<file path="config.mk">
export PLATFORM = sky130hd
export DESIGN_NAME = repl_select
export DESIGN_NICKNAME = d
export VERILOG_FILES = /design/src/rtl/repl_pkg.sv /design/src/rtl/repl_victim_find.sv /design/src/rtl/repl_set_next.sv /design/src/rtl/repl_state_bank.sv /design/src/rtl/repl_select.sv
export SDC_FILE = /design/constraint.sdc
export NUM_CORES = 1
export LEC_CHECK = 0
export BUFFER_PORTS_ARGS = -buffer_cell sky130_fd_sc_hd__clkbuf_2
export CAP_MARGIN = 15
export CORE_MARGIN = 2
export CORE_UTILIZATION = 57
export DETAILED_ROUTE_END_ITERATION = 6
export PLACE_DENSITY_LB_ADDON = 0.2
export SLEW_MARGIN = 40
export SYNTH_ARGS = -nofsm -noshare
export SYNTH_HDL_FRONTEND = slang
export SYNTH_SLANG_ARGS = --single-unit
</file>
<file path="constraint.sdc">
create_clock -name clk -period 3 [get_ports clk]
set_clock_uncertainty 0.2 [all_clocks]
set_input_delay 0.15 -clock clk [delete_from_list [all_inputs] [get_ports clk]]
set_output_delay 0.15 -clock clk [all_outputs]
set_load 0.005 [all_outputs]
</file>
<file path="src/rtl/repl_pkg.sv">
package repl_pkg;

  typedef enum logic {
    REPL_NRU  = 1'b0,
    REPL_RRIP = 1'b1
  } repl_mode_e;

  // Bits of state held per way for a given variant.
  function automatic int way_bits(input repl_mode_e mode, input int rrpv_w);
    return (mode == REPL_RRIP) ? rrpv_w : 1;
  endfunction

endpackage

</file>
<file path="src/rtl/repl_victim_find.sv">
module repl_victim_find #(
  parameter int WAYS = 4,
  parameter int W    = 3,
  localparam int WAY_W = $clog2(WAYS)
) (
  input  logic [WAYS-1:0][W-1:0] row,
  output logic                   found,
  output logic [WAY_W-1:0]       way
);

  logic [WAYS-1:0] cand;

  for (genvar g = 0; g < WAYS; g++) begin : g_cand
    assign cand[g] = (row[g] == {W{1'b1}});
  end

  // Lowest set bit wins.
  function automatic logic [WAY_W-1:0] lowest(input logic [WAYS-1:0] c);
    logic [WAY_W-1:0] r;
    r = '0;
    for (int i = WAYS - 1; i >= 0; i--) begin
      if (c[i]) r = WAY_W'(i);
    end
    return r;
  endfunction

  assign found = |cand;
  assign way   = lowest(cand);

endmodule

</file>
<file path="src/rtl/repl_set_next.sv">
module repl_set_next
  import repl_pkg::*;
#(
  parameter int         WAYS = 4,
  parameter int         W    = 3,
  parameter repl_mode_e MODE = REPL_RRIP,
  localparam int WAY_W = $clog2(WAYS)
) (
  input  logic [WAYS-1:0][W-1:0] cur,
  input  logic                   age,
  input  logic                   hit_v,
  input  logic [WAY_W-1:0]       hit_way,
  input  logic                   fill_v,
  input  logic [WAY_W-1:0]       fill_way,
  output logic [WAYS-1:0][W-1:0] nxt
);

  localparam logic [W-1:0] MAXV = {W{1'b1}};
  localparam logic [W-1:0] INSV = MAXV - W'(1);  // 6 for RRIP, 0 for NRU

  function automatic logic [WAYS-1:0][W-1:0] age_row(input logic [WAYS-1:0][W-1:0] r);
    logic [WAYS-1:0][W-1:0] o;
    for (int i = 0; i < WAYS; i++) o[i] = r[i] + W'(1);
    return o;
  endfunction

  logic [WAYS-1:0][W-1:0] upd;

  // Order: age, then hit, then fill.
  always_comb begin
    upd = cur;
    if (age)    upd = age_row(upd);
    if (hit_v)  upd[hit_way]  = '0;
    if (fill_v) upd[fill_way] = INSV;
  end

  if (MODE == REPL_NRU) begin : g_nru
    logic all_clear;
    assign all_clear = (upd == '0);
    assign nxt = all_clear ? '1 : upd;
  end else begin : g_rrip
    assign nxt = upd;
  end

endmodule

</file>
<file path="src/rtl/repl_state_bank.sv">
module repl_state_bank #(
  parameter int SETS = 16,
  parameter int WAYS = 4,
  parameter int W    = 3,
  localparam int SET_W = $clog2(SETS)
) (
  input  logic                   clk,
  input  logic                   rst_n,
  input  logic [SET_W-1:0]       idx,
  output logic [WAYS-1:0][W-1:0] rd_row,
  input  logic                   wr_en,
  input  logic [WAYS-1:0][W-1:0] wr_row
);

  logic [WAYS-1:0][W-1:0] rows [SETS];

  for (genvar s = 0; s < SETS; s++) begin : g_set
    always_ff @(posedge clk or negedge rst_n) begin
      if (!rst_n)                          rows[s] <= '1;
      else if (wr_en && idx == SET_W'(s))  rows[s] <= wr_row;
    end
  end

  assign rd_row = rows[idx];

endmodule

</file>
<file path="src/rtl/repl_select.sv">
module repl_select
  import repl_pkg::*;
#(
  parameter int         WAYS   = 4,
  parameter int         SETS   = 16,
  parameter int         RRPV_W = 3,
  parameter repl_mode_e MODE   = REPL_RRIP,
  localparam int WAY_W = $clog2(WAYS),
  localparam int SET_W = $clog2(SETS),
  localparam int W     = way_bits(MODE, RRPV_W)
) (
  input  logic             clk,
  input  logic             rst_n,
  input  logic [SET_W-1:0] set_idx,
  input  logic             hit_valid,
  input  logic [WAY_W-1:0] hit_way,
  input  logic             fill_valid,
  input  logic [WAY_W-1:0] fill_way,
  input  logic             vict_req,
  output logic             vict_valid,
  output logic [WAY_W-1:0] vict_way
);

  localparam logic [W-1:0] MAXV = {W{1'b1}};

  logic [WAYS-1:0][W-1:0] cur;
  logic [WAYS-1:0][W-1:0] nxt;
  logic                   found;
  logic                   age_evt;
  logic                   wr_evt;

  repl_state_bank #(.SETS(SETS), .WAYS(WAYS), .W(W)) u_bank (
    .clk    (clk),
    .rst_n  (rst_n),
    .idx    (set_idx),
    .rd_row (cur),
    .wr_en  (wr_evt),
    .wr_row (nxt)
  );

  repl_victim_find #(.WAYS(WAYS), .W(W)) u_find (
    .row   (cur),
    .found (found),
    .way   (vict_way)
  );

  assign age_evt    = vict_req && !found;
  assign wr_evt     = age_evt || hit_valid || fill_valid;
  assign vict_valid = vict_req && found;

  repl_set_next #(.WAYS(WAYS), .W(W), .MODE(MODE)) u_next (
    .cur      (cur),
    .age      (age_evt),
    .hit_v    (hit_valid),
    .hit_way  (hit_way),
    .fill_v   (fill_valid),
    .fill_way (fill_way),
    .nxt      (nxt)
  );

  // ---------------- assertions ----------------
  logic live_q;
  always_ff @(posedge clk or negedge rst_n) begin
    if (!rst_n) live_q <= 1'b0;
    else        live_q <= 1'b1;
  end

  function automatic logic [WAYS-1:0][W-1:0] step_up(input logic [WAYS-1:0][W-1:0] r);
    logic [WAYS-1:0][W-1:0] o;
    for (int i = 0; i < WAYS; i++) o[i] = r[i] + W'(1);
    return o;
  endfunction

  a_r9_valid_needs_req: assert property (@(posedge clk) disable iff (!rst_n)
    vict_valid |-> vict_req);

  a_r7_victim_is_max: assert property (@(posedge clk) disable iff (!rst_n)
    vict_valid |-> cur[vict_way] == MAXV);

  if (MODE == REPL_NRU) begin : g_chk_nru
    a_r3_nru_always_found: assert property (@(posedge clk) disable iff (!rst_n)
      vict_req |-> vict_valid);
  end else begin : g_chk_rrip
    a_r5_hit_to_zero: assert property (@(posedge clk) disable iff (!rst_n)
      (live_q && $past(hit_valid) && set_idx == $past(set_idx) &&
       !($past(fill_valid) && $past(fill_way) == $past(hit_way)))
      |-> cur[$past(hit_way)] == '0);

    a_r6_fill_six: assert property (@(posedge clk) disable iff (!rst_n)
      (live_q && $past(fill_valid) && set_idx == $past(set_idx))
      |-> cur[$past(fill_way)] == MAXV - W'(1));

    a_r8_age_step: assert property (@(posedge clk) disable iff (!rst_n)
      (live_q && $past(age_evt) && !$past(hit_valid) && !$past(fill_valid) &&
       set_idx == $past(set_idx))
      |-> cur == step_up($past(cur)));
  end

endmodule

</file>
==> summary.txt, run 1 <==
Detailed routing
  • Initial DRC Count: 1,147
  • Via count of the routed design: 8,621
  • Antenna Violating Nets Remaining: 0
  • Number of detailed-route iterations in the first pass: 7
  • Number of vias per cell after detailed routing: 6.958
  • Routed len/inst: 27.36 um
  • Residual DRC count: 0
  • Aggregate routed wire length: 33,900 um

Synthesis
  • Ys Warns: 0
  • Main combinational cell family by area after synthesis: compound AO/OA/AOI/OAI gates
  • Cell count after synthesis: 891
  • Netlist area before placement: 9786 um2
  • Area fraction in compound gates after synthesis: 0.1610
  • Unique masters post-synth: 46
  • Arithmetic-cell share of the synthesized area counting full adders, half adders and majority gates: 0.01023
  • Mean instance size in the synthesized netlist: 10.98 um2
  • Simple-gate area share of the yosys netlist: 0.1433
  • Share of synthesized area spent on multiplexers: 0.1253
  • Fraction of the yosys area taken by sequential cells: 0.5155
  • Post-Synthesis Net Count: 912
  • Post-synth top area cell: sky130_fd_sc_hd__dfstp_2
  • Area contributors post-synth: sky130_fd_sc_hd__dfstp_2 52%, sky130_fd_sc_hd__mux4_2 6.4%, sky130_fd_sc_hd__nand2_1 5.5%
  • Flop and latch count out of synthesis: 192
  • Top cell type's share of synthesized area: 0.5155
  • Parity-gate share of the synthesized area counting xor and xnor cells: 0

CTS
  • Max H-tree Level: 4
  • Clk Latency, worst-skew pair: 450 ps
  • Clock root buffer: sky130_fd_sc_hd__clkbuf_16
  • Longest Clk Path Bufs: 2
  • TritonCTS clock tree: done
  • Number of clock buffers inserted by TritonCTS: 17
  • Clock sink count: 192
  • Clock edge transition at the registers on the reported setup and hold paths: 70 ps

Worst setup path
  • Top delay family on crit path: simple AND/OR/NAND/NOR gates
  • Required time of the worst setup path: 3160 ps
  • Crit path buffers/inverters: 2
  • CP max-delay cell: sky130_fd_sc_hd__mux4_2
  • Critical path arrival: 3750 ps
  • Largest stage delay on the critical path: 510 ps
  • Startpoint types: register
  • Crit path max fanout: 16
  • List of cells traversed by the critical path: mux4_2 -> a22oi_2 -> nand2_1 -> ha_2 -> ha_4 -> nor4_4 -> buf_6 -> a211oi_4 -> buf_12 -> nor3_2 -> nor2_1 -> a31oi_2
  • Capturing element type of the critical path: register
  • Worst Setup Path Type: register to register

Timing
  • Max Clock Freq: 279.1 MHz
  • Slew at the pin closest to its max-slew limit: 734.0 ps
  • Fin crit share: 1.194
  • Max-slew violations: 0
  • Final sum of negative setup slack: -64,210 ps
  • Final Hold Vio Count: 0
  • Final count of negative-setup-slack endpoints: 195
  • Minimum hold slack: 228.4 ps
  • Setup repair after global routing missed its margin: yes
  • Slack of the critical path: -582.9 ps
  • Relative slew slack: 0.5107
  • Min cycle time layout: 3583 ps

Final layout
  • Net count of the finished layout: 1,027
  • Area added between synthesis and finish: 35.17%
  • Total of fill cells in the finished design: 852
  • Count of antenna diodes in the layout: 0
  • Number of flip-flops under the largest register name: 192
  • Most frequent cells in the layout: 192 x sky130_fd_sc_hd__dfstp_2, 118 x sky130_fd_sc_hd__nand2_1, 79 x sky130_fd_sc_hd__o21ai_2
  • Sequential cell area: 5045 um2
  • Register name with the most flops: u_bank.rows
  • Layout cell share with drive strength beyond 1: 0.6565
  • Multi-input gate area in the final layout: 5520 um2
  • Number of cells in the finished layout apart from fillers: 1,239
  • Largest regs: u_bank.rows x192
  • Leading cell type in the layout, fill and taps excluded: sky130_fd_sc_hd__dfstp_2

Power and ir drop
  • Overall Power: 12.50 mW
  • Leakage Power: 5.059 nW
  • Total power per unit cell area: 945.2 nW/um2
  • Max VDD drop: 0.5724 mV

Global route
  • Global-route congestion overflow total: 0
  • Number of antenna violations at the first check in global routing: 0
  • First-pass GRT wire length: 45,820 um
  • Overall track demand over capacity in global routing: 0.3355
  • Number of global-route vias before repair: 8,210
  • Largest net degree at the start of global routing: 88

Status
  • Failing checks: negative setup slack
  • Run status: complete, but fails checks

Placement
  • Placer congestion estimate: 0.9261
  • Port Buf Inserts: 15
  • Placed insts: 1,153
  • HPWL after detailed placement: 17,390 um
  • Worst setup slack after placement: -819.9 ps

Floorplanning
  • Total core area: 16,700 um2
  • Height of the die: 135.0 um
  • Initial core utilization: 0.5859
  • X dimension of the die: 135.0 um
  • Number of placement rows: 47
  • DIE AREA: 18,230 um2
  • Boundary pin count: 16

Worst hold path
  • Hold Path Class: input port to register

Run
  • Max capacitance violation total: 0
==> worst min-delay path, stage by stage <==
cell and delay (ps):
sky130_fd_sc_hd__buf_4 160, sky130_fd_sc_hd__buf_12 200, sky130_fd_sc_hd__nor4_4 70, sky130_fd_sc_hd__buf_6 130
sky130_fd_sc_hd__nor2_1 100, sky130_fd_sc_hd__a31oi_1 50
==> cells in the mapped netlist (all sizes together) <==
cell type	number
a31oi	66
buf	41
or2	1
or4	4
mux2	16
and3b	2
a211o	1
nor2	79
clkbuf	26
nand3b	3
inv	3
nand2	147
nor4	5
nand2b	6
a22oi	24
a21oi	7
nand3	11
or3b	1
and2b	1
nor3b	5
o221ai	8
o21ai	138
mux4	32
dfstp	192
nor3	23
and2	2
mux2i	28
ha	8
a211oi	1
or3	4
nor2b	6
==> per-layer routing <==
metal  wire [um]  share of wire  GRT usage
met1       12360           0.36     0.4457
met2       16080           0.47     0.5248
met3        3550           0.10    0.08934
met4        1909          0.056     0.1441
met5           0              0          0
==> per-stage QoR <==
step | util | area [um2]
after CTS | 0.7451 | 12440
after global routing | 0.7920 | 13230
final | 0.7920 | 13230
after detailed placement | 0.6445 | 10760
after global placement | 0.6445 | 10760
after floorplan | - | 10020
==> what timing repair did <==
| item | in CTS | in global routing |
|---|---|---|
| pin swaps | 64 | 55 |
| setup endpoints to repair | 194 | 195 |
| endpoints found under the hold margin | 0 | 6 |
| resized for setup | 207 | 138 |
| cloned | 8 | 5 |
| buffers inserted | 25 | 21 |
| hold buffers | 0 | 1 |
==> final timing paths <==
kind | start | endpoint | slack, ps | cells after the start
min in group asynchronous | rst_n | u_bank.rows[38] | 480 | 2
min | set_idx[1] | u_bank.rows[87] | 230 | 6
max reg2reg | u_bank.rows[148] | u_bank.rows[147] | -580 | 12
min reg2reg | u_bank.rows[1] | u_bank.rows[1] | 270 | 2
max in group asynchronous | rst_n | u_bank.rows[140] | 1610 | 3
max | u_bank.rows[148] | u_bank.rows[147] | -580 | 12
==> layout make-up <==
type / count / share of cell area
multi-input combinational: 633 / 0.4173
sequential: 192 / 0.3814
timing repair buffer: 159 / 0.1387
clock buffer: 22 / 0.03509
tap: 220 / 0.02081
clock inverter: 10 / 0.005865
inverter: 3 / 0.0008513
==> where the power goes <==
part	internal (mW)	leakage [nW]	switching, mW
registers	4.30	2.01	0.657
logic	2.44	2.79	2.95
clock network	1.12	0.255	1.04
==> logic make-up (layout without fill, tap and decap cells) <==
family	count (synthesis)	after routing
AND/OR/NAND/NOR	300	302
multiplexers	76	76
AO/OA/AOI/OAI	245	247
flip-flops	192	192
buffers and inverters	70	194
adder cells (fa/ha/maj)	8	8
(Power assumes the default switching activity.)
==> inputs of run 2 (changes only) <==
ABC_AREA = 1   (was default)
==> summary.txt, run 2 <==
Status
  • Run status: finished, final reports clean

Floorplanning
  • Total core area: 17,900 um2
  • Initial core utilization: 0.5772
  • Boundary pin count: 16
  • Height of the die: 138.6 um
  • Number of placement rows: 49
  • X dimension of the die: 138.6 um
  • DIE AREA: 19,220 um2

Worst setup path
  • Worst Setup Path Type: register to register
  • Crit path max fanout: 5
  • Startpoint types: register
  • Capturing element type of the critical path: register
  • Reg-to-reg slack, setup: 80 ps
  • Critical path arrival: 3100 ps
  • Number of cells on the worst reg-to-reg path: 19
  • Endpoint of the most critical register-to-register path: u_bank.rows[24]
  • Required time of the worst setup path: 3180 ps
  • Launching point of the worst reg2reg path: u_bank.rows[103]

Power and ir drop
  • Portion of total power attributed to the clock network: 0.233
  • Combinational fraction of design power: 0.295
  • Reported net switching power: 3.108 mW
  • Switching share of power: 0.3397
  • Leakage Power: 6.477 nW
  • Total power per unit cell area: 742.8 nW/um2
  • Sequential Power Share: 0.471
  • Internal Dissipation: 6.042 mW
  • Max VDD drop: 0.4803 mV

Detailed routing
  • Number of vias per cell after detailed routing: 5.461
  • Antenna Violating Nets Remaining: 0
  • Via count of the routed design: 9,868
  • Number of detailed-route iterations in the first pass: 7
  • Residual DRC count: 0
  • Aggregate routed wire length: 31,130 um
  • Initial DRC Count: 1,093
  • Routed len/inst: 17.23 um

Timing
  • Max-slew violations: 0
  • Final sum of negative setup slack: 0 ps
  • Minimum hold slack: 79.62 ps
  • Min cycle time layout: 2924 ps
  • Slew at the pin closest to its max-slew limit: 798.4 ps
  • Final Hold Vio Count: 0
  • Final count of negative-setup-slack endpoints: 0
  • Fin crit share: 0.9745
  • Relative slew slack: 0.4671
  • Max Clock Freq: 342.0 MHz

Synthesis
  • Cell with the most instances after synthesis: sky130_fd_sc_hd__nand2_1
  • Netlist area before placement: 10,330 um2
  • Area contributors post-synth: sky130_fd_sc_hd__dfstp_2 49%, sky130_fd_sc_hd__nand2_1 35%, sky130_fd_sc_hd__nand3_1 4.6%
  • Most frequent cells after synthesis: 962 x sky130_fd_sc_hd__nand2_1, 192 x sky130_fd_sc_hd__dfstp_2, 96 x sky130_fd_sc_hd__nand3_1
  • Ys Warns: 0
  • Number of synthesized flops with an enable pin: 0
  • Fraction of the yosys area taken by sequential cells: 0.4882
  • Top_reg_cell synth: sky130_fd_sc_hd__dfstp_2
  • Post-Synthesis Net Count: 1,505
  • Share of flip-flops with an asynchronous set or reset after synthesis: 1.000
  • Top cell type's share of synthesized area: 0.4882
  • Mean instance size in the synthesized netlist: 6.963 um2
  • Post-synth top area cell: sky130_fd_sc_hd__dfstp_2
  • Unique masters post-synth: 21
  • Cell count after synthesis: 1,484
  • Flop and latch count out of synthesis: 192

Worst hold path
  • Hold endpoint: u_bank.rows[150]
  • Hold Startpoint: fill_way[1]
  • Hold path cells: 5
  • Hold Path Class: input port to register

Final layout
  • Final cell utilization of the core: 0.6881
  • Most frequent cells in the layout: 937 x sky130_fd_sc_hd__nand2_1, 192 x sky130_fd_sc_hd__dfstp_2, 95 x sky130_fd_sc_hd__nand3_1
  • Number of cells in the finished layout apart from fillers: 1,807
  • Count of antenna diodes in the layout: 0
  • Register name with the most flops: u_bank.rows
  • Layout cell share with drive strength beyond 1: 0.2915
  • Final Cell Area: 12,320 um2
  • Area added between synthesis and finish: 19.20%
  • Largest regs: u_bank.rows x192
  • Leading cell type in the layout, fill and taps excluded: sky130_fd_sc_hd__nand2_1
  • Net count of the finished layout: 1,587
  • Number of flip-flops under the largest register name: 192

Global route
  • Number of global-route vias before repair: 9,390
  • Largest net degree at the start of global routing: 83
  • First-pass GRT wire length: 49,090 um
  • Global-route congestion overflow total: 0
  • Number of antenna violations at the first check in global routing: 0
  • Overall track demand over capacity in global routing: 0.3256

CTS
  • Number of clock buffers inserted by TritonCTS: 17
  • Clock edge transition at the registers on the reported setup and hold paths: 80 ps
  • TritonCTS clock tree: done
  • Clock root buffer: sky130_fd_sc_hd__clkbuf_16
  • Clock sink count: 192
  • Longest Clk Path Bufs: 2
  • Clk Latency, worst-skew pair: 440 ps
  • Max H-tree Level: 4

Placement
  • Placer congestion estimate: 0.8996
  • Post-place instance area: 11,420 um2
  • Placed insts: 1,764
  • HPWL after detailed placement: 20,910 um
  • Port Buf Inserts: 15

Run
  • Max capacitance violation total: 0
[run 2: changes by cell type after synthesis, moves of 23 or more]
cell	change
sky130_fd_sc_hd__o21ai_0	-76
sky130_fd_sc_hd__o21ai_2	-24
sky130_fd_sc_hd__mux4_2	-28
sky130_fd_sc_hd__a22oi_1	-23
sky130_fd_sc_hd__inv_1	+60
sky130_fd_sc_hd__o21ai_1	-29
sky130_fd_sc_hd__a31oi_1	-64
sky130_fd_sc_hd__nand2_1	+819
sky130_fd_sc_hd__nor2_1	-29
sky130_fd_sc_hd__nand3_1	+85
[run 2: worst max-delay path by stage]
stage | from | to | slack [ps] | cells past startpoint
2_1_floorplan | set_idx[1] | u_bank.rows[57] | 180 | 20
3_3_place_gp | set_idx[1] | u_bank.rows[66] | -570 | 20
3_5_place_dp | set_idx[1] | u_bank.rows[63] | -580 | 20
4_1_cts | u_bank.rows[33] | u_bank.rows[99] | -40 | 19
5_1_grt | u_bank.rows[121] | u_bank.rows[106] | -60 | 21
6_report | u_bank.rows[103] | u_bank.rows[24] | 80 | 19
[run 2: layer usage]
layer	track usage	up-vias	part of all wire
met2	0.4825	507	0.45
met5	0	-	0
met3	0.07528	77	0.098
li1	-	4640	-
met4	0.1462	0	0.031
met1	0.4599	4644	0.42
[run 2: layout make-up]
class / count / area (um2)
Fill cell: 1456 / 5584
Inverter: 66 / 254.0
Timing Repair Buffer: 144 / 1425
Multi-Input combinational cell: 1145 / 4773
Clock buffer: 17 / 425.4
Sequential cell: 192 / 5045
Tap cell: 229 / 286.5
Clock inverter: 14 / 108.9
[run 2: worst max-delay path: stages, from the launching register on]
cell and delay [ps]:
sky130_fd_sc_hd__dfstp_2 380, sky130_fd_sc_hd__nand2_1 60, sky130_fd_sc_hd__nand2_1 60, sky130_fd_sc_hd__nand2_1 60, sky130_fd_sc_hd__nand2_1 60, sky130_fd_sc_hd__nand2_1 100, sky130_fd_sc_hd__nand2_1 100, sky130_fd_sc_hd__nor2_2 130
sky130_fd_sc_hd__inv_1 60, sky130_fd_sc_hd__ha_1 190, sky130_fd_sc_hd__ha_2 190, sky130_fd_sc_hd__nor2_4 120, sky130_fd_sc_hd__nand4_1 180, sky130_fd_sc_hd__nand2_2 140, sky130_fd_sc_hd__nand3_1 100, sky130_fd_sc_hd__buf_4 200
sky130_fd_sc_hd__nor2_2 160, sky130_fd_sc_hd__buf_4 170, sky130_fd_sc_hd__nand3_1 100, sky130_fd_sc_hd__nand2_1 110
[run 2: what timing repair did]
item	4_1_cts	5_1_grt
endpoints found under the setup margin	164	192
resized for setup	26	74
pin swaps	0	17
hold endpoints to repair	26	0
gates cloned	0	1
hold buffers	1	0
buffers inserted	2	8
[run 2: power by group through the flow]
| stage | Sequential (mW) | Clock (mW) | Combinational [mW] |
|---|---|---|---|
| floorplan | 4.18 | 0 | 1.57 |
| global placement | 4.30 | 0 | 2.43 |
| detailed placement | 4.30 | 0 | 2.51 |
| CTS | 4.29 | 2.16 | 2.53 |
| global route | 4.39 | 2.27 | 3.00 |
| finish | 4.31 | 2.13 | 2.70 |
[run 2: cell families after synthesis]
family / count (synthesis) / share of synthesized area
flip-flops: 192 / 0.4882
buffers and inverters: 147 / 0.07132
adder cells (fa/ha/maj): 8 / 0.009687
AO/OA/AOI/OAI: 10 / 0.005327
AND/OR/NAND/NOR: 1127 / 0.4255
[run 2: per-stage QoR]
step                      setup slack [ps]  power [mW]
after floorplan                      182.2       5.756
after global placement              -574.8       6.735
after detailed placement            -576.1       6.809
after CTS                           -39.34       8.985
after global routing                -60.74       9.655
final                                76.38       9.150
==> inputs of run 3 (changes only) <==
CORE_MARGIN = default   (was 2)
==> summary.txt, run 3 (synthesis gave the netlist of run 2 again) <==
Floorplanning
  • X dimension of the die: 136.6 um
  • Boundary pin count: 16
  • DIE AREA: 18,670 um2
  • Height of the die: 136.6 um
  • Total core area: 17,480 um2
  • Number of placement rows: 48
  • Initial core utilization: 0.5913

Timing
  • Final Hold Vio Count: 0
  • Fin crit share: 1.001
  • Final sum of negative setup slack: -3.742 ps
  • Max-slew violations: 0
  • Slew at the pin closest to its max-slew limit: 917.2 ps
  • Slack of the critical path: -2.065 ps
  • Final count of negative-setup-slack endpoints: 2
  • Max Clock Freq: 333.1 MHz
  • Setup repair after global routing missed its margin: yes
  • Min cycle time layout: 3002 ps
  • Relative slew slack: 0.3879

Worst hold path
  • Hold Path Class: input port to register

Detailed routing
  • Initial DRC Count: 1,012
  • Antenna Violating Nets Remaining: 0
  • Number of detailed-route iterations in the first pass: 6
  • Residual DRC count: 0
  • Routed len/inst: 17.73 um
  • Aggregate routed wire length: 31,790 um
  • Via count of the routed design: 9,976
  • Number of vias per cell after detailed routing: 5.564

Final layout
  • Sequential cell area: 5045 um2
  • Count of antenna diodes in the layout: 0
  • Total of fill cells in the finished design: 1,370
  • Area added between synthesis and finish: 19.75%
  • Most frequent cells in the layout: 943 x sky130_fd_sc_hd__nand2_1, 192 x sky130_fd_sc_hd__dfstp_2, 90 x sky130_fd_sc_hd__nand3_1
  • Largest regs: u_bank.rows x192
  • Number of flip-flops under the largest register name: 192
  • Layout cell share with drive strength beyond 1: 0.2864
  • Register name with the most flops: u_bank.rows
  • Final Cell Area: 12,370 um2
  • Net count of the finished layout: 1,576
  • Multi-input gate area in the final layout: 4821 um2
  • Leading cell type in the layout, fill and taps excluded: sky130_fd_sc_hd__nand2_1

Global route
  • First-pass GRT wire length: 49,380 um
  • Number of antenna violations at the first check in global routing: 0
  • Largest net degree at the start of global routing: 71
  • Number of global-route vias before repair: 9,075
  • Overall track demand over capacity in global routing: 0.3539
  • Global-route congestion overflow total: 0

CTS
  • Clk Latency, worst-skew pair: 450 ps
  • Clock sink count: 192
  • Clock edge transition at the registers on the reported setup and hold paths: 70 ps
  • Number of clock buffers inserted by TritonCTS: 17
  • Clock root buffer: sky130_fd_sc_hd__clkbuf_16
  • Longest Clk Path Bufs: 2
  • Max H-tree Level: 4
  • TritonCTS clock tree: done

Status
  • Run status: complete, but fails checks
  • Failing checks: negative setup slack

Placement
  • Placer congestion estimate: 0.9894
  • Port Buf Inserts: 15
  • Post-place instance area: 11,340 um2
  • HPWL after detailed placement: 21,360 um

Power and ir drop
  • Total power per unit cell area: 774.2 nW/um2
  • Leakage Power: 6.454 nW
  • Max VDD drop: 0.5658 mV

Worst setup path
  • Critical path arrival: 3180 ps
  • Reg-to-reg slack, setup: -2 ps
  • Capturing element type of the critical path: register
  • Worst Setup Path Type: register to register
  • Crit path max fanout: 6
  • Startpoint types: register
  • Required time of the worst setup path: 3180 ps

Run
  • Max capacitance violation total: 0
-- run 3: changes by cell type in the layout (fill, tap and decap cells not counted), sizes merged --
cell	delta
clkinv	-3
bufinv	+5
inv	-2
clkbuf	-1
clkinvlp	+3
buf	-12
-- run 3: worst paths after layout --
check	startpoint	endpoint	cells past startpoint
worst min-delay path	fill_way[1]	u_bank.rows[138]	4
min in group asynchronous	rst_n	u_bank.rows[72]	2
worst max-delay path	u_bank.rows[75]	u_bank.rows[140]	20
worst min register to register	u_bank.rows[136]	u_bank.rows[136]	2
max in group asynchronous	rst_n	u_bank.rows[107]	3
worst max register to register	u_bank.rows[75]	u_bank.rows[140]	20
-- run 3: what timing repair did --
item / in CTS / in global routing
pin swaps: 0 / 24
gates resized for setup: 12 / 100
hold endpoints to repair: 55 / 0
buffers inserted: 0 / 3
setup endpoints to repair: 92 / 195
gates cloned: 0 / 4
hold buffers: 1 / 0
-- run 3: area by class of cell --
class / instances / share of cell area
repair buffers: 131 / 0.1047
inverters: 66 / 0.02103
clock buffers: 17 / 0.03438
repair inverters: 2 / 0.001213
well taps: 225 / 0.02275
flip-flops and latches: 192 / 0.4077
multi-input cells: 1145 / 0.3896
clock inverters: 15 / 0.01871
-- run 3: through the flow --
step / hold slack [ps] / instances / utilization / setup WS (ps) / power, mW
2_1_floorplan: -197.8 / 1484 / - / 182.2 / 5.756
3_3_place_gp: 254.3 / 1753 / 0.6486 / -388.0 / 6.743
3_5_place_dp: 256.7 / 1753 / 0.6486 / -422.8 / 6.812
4_1_cts: 1.849 / 1786 / 0.6872 / -65.11 / 9.418
5_1_grt: 34.86 / 1793 / 0.7080 / -168.4 / 10.01
6_report: 17.90 / 1793 / 0.7080 / -2.065 / 9.580
-- run 3: power by group --
group / total [mW] / internal (mW) / switching [mW]
clock network: 2.58 / 1.50 / 1.09
registers: 4.33 / 3.87 / 0.456
logic: 2.67 / 1.04 / 1.62
-- run 3: worst max-delay path, cell delays in order (launching register included) --
cell and delay [ps]:
sky130_fd_sc_hd__dfstp_2 370, sky130_fd_sc_hd__nand2_1 70, sky130_fd_sc_hd__nand2_2 70, sky130_fd_sc_hd__nand2_1 90, sky130_fd_sc_hd__nand3_1 70, sky130_fd_sc_hd__nand2_1 70, sky130_fd_sc_hd__nand2_2 60, sky130_fd_sc_hd__nor2_2 130
sky130_fd_sc_hd__inv_1 60, sky130_fd_sc_hd__ha_1 190, sky130_fd_sc_hd__ha_1 230, sky130_fd_sc_hd__inv_2 70, sky130_fd_sc_hd__nand4_1 220, sky130_fd_sc_hd__nand2_2 210, sky130_fd_sc_hd__nand3_2 120, sky130_fd_sc_hd__buf_6 150
sky130_fd_sc_hd__nor2_4 80, sky130_fd_sc_hd__buf_6 140, sky130_fd_sc_hd__clkinvlp_4 170, sky130_fd_sc_hd__nand2_1 90, sky130_fd_sc_hd__nand2_1 60
-- run 3: metal layers --
| metal | GRT usage | share of wire | up-vias |
|---|---|---|---|
| met2 | 0.5195 | 0.44 | 545 |
| met1 | 0.5089 | 0.42 | 4720 |
| met4 | 0.1543 | 0.036 | 0 |
| li1 | - | - | 4620 |
| met3 | 0.06593 | 0.098 | 91 |
| met5 | 0 | 0 | - |
